<file path="config.mk">
export PLATFORM = sky130hd
export DESIGN_NAME = chan_word_fifo
export DESIGN_NICKNAME = d
export VERILOG_FILES = /design/src/rtl/chan_word_fifo.sv
export SDC_FILE = /design/constraint.sdc
export NUM_CORES = 1
export LEC_CHECK = 0
export BUFFER_PORTS_ARGS = -buffer_cell sky130_fd_sc_hd__buf_2
export CORE_UTILIZATION = 35
export DETAILED_ROUTE_END_ITERATION = 7
export GPL_ROUTABILITY_DRIVEN = 0
export PLACE_DENSITY_LB_ADDON = 0.2
export SYNTH_ARGS = -nofsm -noshare
export SYNTH_HDL_FRONTEND = slang
export SYNTH_SLANG_ARGS = --single-unit
export TNS_END_PERCENT = 1
</file>
<file path="constraint.sdc">
create_clock -name clk -period 7.51 [get_ports clk]
set_input_delay 0.3755 -clock clk [delete_from_list [all_inputs] [get_ports clk]]
set_output_delay 0.3755 -clock clk [all_outputs]
set_load 0.01 [all_outputs]
</file>
<file path="src/rtl/chan_word_fifo.sv">
module chan_word_fifo #(
  parameter int NCH   = 8,
  parameter int DW    = 16,
  parameter int DEPTH = 8,
  parameter int BW    = 32
) (
  input  logic              clk,
  input  logic              rst,
  input  logic [NCH-1:0]    ch_valid,
  input  logic [NCH*DW-1:0] ch_data,
  input  logic              rd_req,
  input  logic [1:0]        rd_addr,
  output logic [BW-1:0]     rd_data,
  output logic              rd_ready,
  input  logic              wr_en,
  input  logic [1:0]        wr_addr,
  input  logic [BW-1:0]     wr_data
);
  localparam int PW = (DEPTH > 1) ? $clog2(DEPTH) : 1;
  localparam int CW = $clog2(DEPTH + 1);
  localparam int GW = (NCH > 1) ? $clog2(NCH) : 1;

  logic [DW-1:0]  pend_q [NCH];
  logic [NCH-1:0] pend_v, ovf_q;
  logic [DW-1:0]  mem [DEPTH];
  logic [PW-1:0]  wptr, rptr;
  logic [CW-1:0]  count_q;
  logic           hd_q;
  logic [GW-1:0]  gnt;
  logic           any;

  always_comb begin
    gnt = '0;
    any = 1'b0;
    for (int i = NCH - 1; i >= 0; i--) begin
      if (pend_v[i]) begin
        gnt = i[GW-1:0];
        any = 1'b1;
      end
    end
  end

  wire empty   = (count_q == '0);
  wire full    = (count_q == CW'(DEPTH));
  wire data_rd = rd_req && (rd_addr == 2'd0);
  wire pop     = data_rd && !empty;
  wire push    = any && (!full || pop);
  wire clr     = wr_en && (wr_addr == 2'd2) && wr_data[1];

  assign rd_ready = !(data_rd && empty && !hd_q);

  always_ff @(posedge clk) begin
    if (rst) begin
      pend_v <= '0;
      ovf_q  <= '0;
    end else begin
      for (int i = 0; i < NCH; i++) begin
        if (ch_valid[i]) begin
          pend_v[i] <= 1'b1;
          pend_q[i] <= ch_data[i*DW +: DW];
        end else if (push && gnt == i[GW-1:0]) begin
          pend_v[i] <= 1'b0;
        end
        if (ch_valid[i] && pend_v[i] && !(push && gnt == i[GW-1:0]))
          ovf_q[i] <= 1'b1;
        else if (clr)
          ovf_q[i] <= 1'b0;
      end
    end
  end

  always_ff @(posedge clk) begin
    if (push) mem[wptr] <= pend_q[gnt];
  end

  always_ff @(posedge clk) begin
    if (rst) begin
      wptr    <= '0;
      rptr    <= '0;
      count_q <= '0;
      hd_q    <= 1'b0;
    end else begin
      if (push) wptr <= (wptr == PW'(DEPTH - 1)) ? '0 : wptr + 1'b1;
      if (pop)  rptr <= (rptr == PW'(DEPTH - 1)) ? '0 : rptr + 1'b1;
      count_q <= count_q + CW'(push) - CW'(pop);
      if (wr_en && wr_addr == 2'd2) hd_q <= wr_data[0];
    end
  end

  always_comb begin
    case (rd_addr)
      2'd0:    rd_data = empty ? '0 : BW'(mem[rptr]);
      2'd1:    rd_data = (BW'(ovf_q) << 8) | BW'(count_q);
      2'd2:    rd_data = BW'(hd_q);
      default: rd_data = '0;
    endcase
  end
endmodule


</file>
==> flow_summary.json <==
{
  "post_detail_place_hpwl_mm": 18.9,
  "max-slew-margin-rel": 0.275,
  "antenna_diode_instance_count": 0,
  "setup.worst_path.start_class": "flip-flop",
  "powerDensity_mw_per_mm2": 294,
  "global_route.usage.met2": 0.296,
  "p_clk_frac": 0.346,
  "intPower_mw": 3.26,
  "leakage_nw": 5.40,
  "groute.layer.met1.usage": 0.237,
  "cts_max_path_buffers": 3,
  "boundaryPins": 209,
  "synth-simple-area-share": 0.0711,
  "instances_no_fill": 1483,
  "comb_power_share": 0.182,
  "core_mm2": 0.0325,
  "drv.max_cap_violation_count": 0,
  "switchingPower_mw": 1.17,
  "htree_levels": 1,
  "drtIter0Drc": 354,
  "synth_mux_area_frac": 0.0824,
  "buffer_ports.inserted": 162,
  "final_min_period_over_clock_period": 0.433,
  "cts_inserted_buffers": 31,
  "layout_min_cycle_time_ps": 3250,
  "worst_skew_pair.late_latency_ps": 560,
  "setup.worst_path.end_class": "flip-flop",
  "row_count": 66,
  "max_clock_freq_mhz": 308,
  "xor_xnor_fraction_of_synth_area": 0.00151,
  "layout-drive-gt1-share": 0.280,
  "rsz0062_at_grt": "false",
  "vdd.ir_drop.worst_uv": 165,
  "layout.nets": 1203,
  "grt_first_pass_wirelength_mm": 44.3,
  "worstHoldPathType": "in2reg",
  "busiest_layer": "met2",
  "antenna_violations_before_repair": 1,
  "detailed_place.area_mm2": 0.0129,
  "synth_flop_cell": "edfxtp_1",
  "post-cts-setup-buffers": 0,
  "route.detailed.wl_per_inst_um": 19.9,
  "pin_count_of_the_biggest_net_entering_global_routing": 36,
  "cts.root.buffer_cell": "clkbuf_16",
  "slew_violations": 0,
  "synth_adder_area_share": 0.0115,
  "drcViolationCount": 0,
  "via_per_inst": 4.88,
  "synth_cells": 725,
  "part_of_the_yosys_area_used_for_sequential_elements": 0.717,
  "final_common_cell": "edfxtp_1",
  "synth_cell_types": 57,
  "initial_utilization": 0.355,
  "final_antenna_net_count": 0,
  "worst_slew_pin_slew_ps": 1080,
  "arrival_ps": 3520,
  "register_bit_count_reported_by_yosys": 286,
  "number_of_global_route_vias_before_repair": 7342,
  "async_reset_ff_frac": 0,
  "result_of_the_run": "finished, final reports clean",
  "flow.area_growth_from_synthesis_pct": 30.5,
  "clock_tree_from_tritoncts": "yes",
  "critPathKind": "reg2reg",
  "netSwitchingFraction": 0.264,
  "track_usage": 0.178,
  "drt_pre_antenna_iters": 5,
  "clock_slew_seen_by_the_registers_of_the_worst_setup_and_hold_paths_ps": 60,
  "synth_compound_gate_area_share": 0.0862,
  "chipHeight_um": 184,
  "finalSetupTns_ps": 0,
  "yosys_warnings": 0,
  "clock_skew_ps": 15.3,
  "layout_common_cells": "edfxtp_1, buf_2, dlygate4sd3_1",
  "final-setup-viol-count": 0,
  "die_x_um": 184,
  "sinks_on_clock_net": 286,
  "worst_path_required_time_ps": 7780,
  "finalHoldViolations": 0,
  "power.share.sequential": 0.472,
  "synth_edf_count": 256,
  "routed_wl_mm": 29.5,
  "critical_path.max_fanout": 18,
  "grt_use_met3": 0.0307,
  "globalRoute.totalOverflow": 0,
  "syn-cell-area_mm2": 0.0116,
  "post-place-cells": 1310,
  "stdcell_area_mm2": 0.0151,
  "die_footprint_mm2": 0.0338,
  "combinational_family_with_the_most_area_after_synthesis": "compound AO/OA/AOI/OAI gates",
  "synth.avg_cell_area_um2": 15.9,
  "route.vias.total": 7235
}
==> cell type report <==
cell class / count / area, um^2
clock inverters: 24 / 241
repair buffers: 296 / 2110
well taps: 442 / 553
multi-input cells: 384 / 3040
flip-flops and latches: 286 / 8290
fillers: 2929 / 17500
inverters: 18 / 67.6
clock buffers: 33 / 783
==> per-layer routing <==
| layer | part of all wire | up-vias |
|---|---|---|
| met3 | 0.053 | 45 |
| met5 | 0.00047 | - |
| li1 | - | 3393 |
| met2 | 0.47 | 231 |
| met1 | 0.44 | 3564 |
| met4 | 0.029 | 2 |
==> through the flow <==
stage	hold WS (ps)	power (mW)	setup WS [ps]	utilization
5_1_grt	7.11	4.62	4050	0.464
4_1_cts	0.597	4.48	4220	0.464
2_1_floorplan	425	2.59	3850	-
6_report	13.0	4.43	4260	0.464
3_5_place_dp	445	2.90	3730	0.396
3_3_place_gp	440	2.89	3800	0.396
==> synthesized netlist by cell type (4+ instances only) <==
master	count	share of area
a21oi_1	54	0.023
nor3b_1	4	0.0026
nor2b_1	14	0.0076
a221oi_2	5	0.0065
mux2i_1	22	0.019
o221ai_1	7	0.0053
dfxtp_1	30	0.052
edfxtp_1	256	0.66
o221a_1	5	0.0049
nand2_1	38	0.012
o21ai_0	7	0.0030
a221o_1	7	0.0061
nor3_1	10	0.0043
nor2_1	58	0.019
mux4_2	32	0.062
ha_1	9	0.0097
o21a_1	5	0.0032
nand3b_1	6	0.0039
a22oi_1	9	0.0058
buf_4	16	0.010
buf_2	9	0.0039
inv_1	18	0.0058
a221oi_1	13	0.0098
nand2b_1	6	0.0032
o22ai_1	7	0.0038
or2_2	8	0.0043
clkbuf_1	23	0.0075
a21o_1	9	0.0058
==> flip-flops by register name, summed over array words and instances (netlist names), named ones only <==
signal,cells
rptr,3
mem,128
count_q,4
pend_v,8
ovf_q,8
wptr,3
hd_q,1
pend_q,128
==> cells by family after synthesis <==
| kind of cell | Yosys count |
|---|---|
| AOI/OAI and AO/OA | 140 |
| xor gates and xnor gates | 2 |
| adders and majority gates | 10 |
| buffers and inverters | 70 |
| DFF | 286 |
| muxes | 55 |
| other | 1 |
| and+or+nand+nor | 161 |
==> critical path, stage by stage, from the launching register on <==
cell and delay [ps]:
dfxtp_1 450, nor2_1 60, o31a_1 560, nand3b_1 550, o221ai_1 670, o22ai_1 160, nor2_1 500
==> worst paths after layout <==
| check | depth (start not counted) | slack (ps) | start | to |
|---|---|---|---|---|
| max | 6 | 4260 | pend_v[6]$_SDFFE_PP0P_ | mem[4][11]$_DFFE_PP_ |
| min | 1 | 10 | ch_data[82] | pend_q[5][2]$_DFFE_PP_ |
| max reg2reg | 6 | 4260 | pend_v[6]$_SDFFE_PP0P_ | mem[4][11]$_DFFE_PP_ |
| min reg2reg | 2 | 450 | ovf_q[4]$_SDFFE_PP0P_ | ovf_q[4]$_SDFFE_PP0P_ |
==> power groups by stage <==
stage	sequential [mW]	combinational [mW]	clock, mW
6_report	2.09	0.807	1.53
5_1_grt	2.11	0.891	1.62
4_1_cts	2.09	0.826	1.56
3_5_place_dp	2.12	0.777	0
3_3_place_gp	2.12	0.772	0
2_1_floorplan	2.09	0.503	0
==> timing repair <==
item,CTS,global route
hold buffers,116,0
hold endpoints to repair,116,0
resized for setup,0,0
Power figures use the tool's default switching activity.
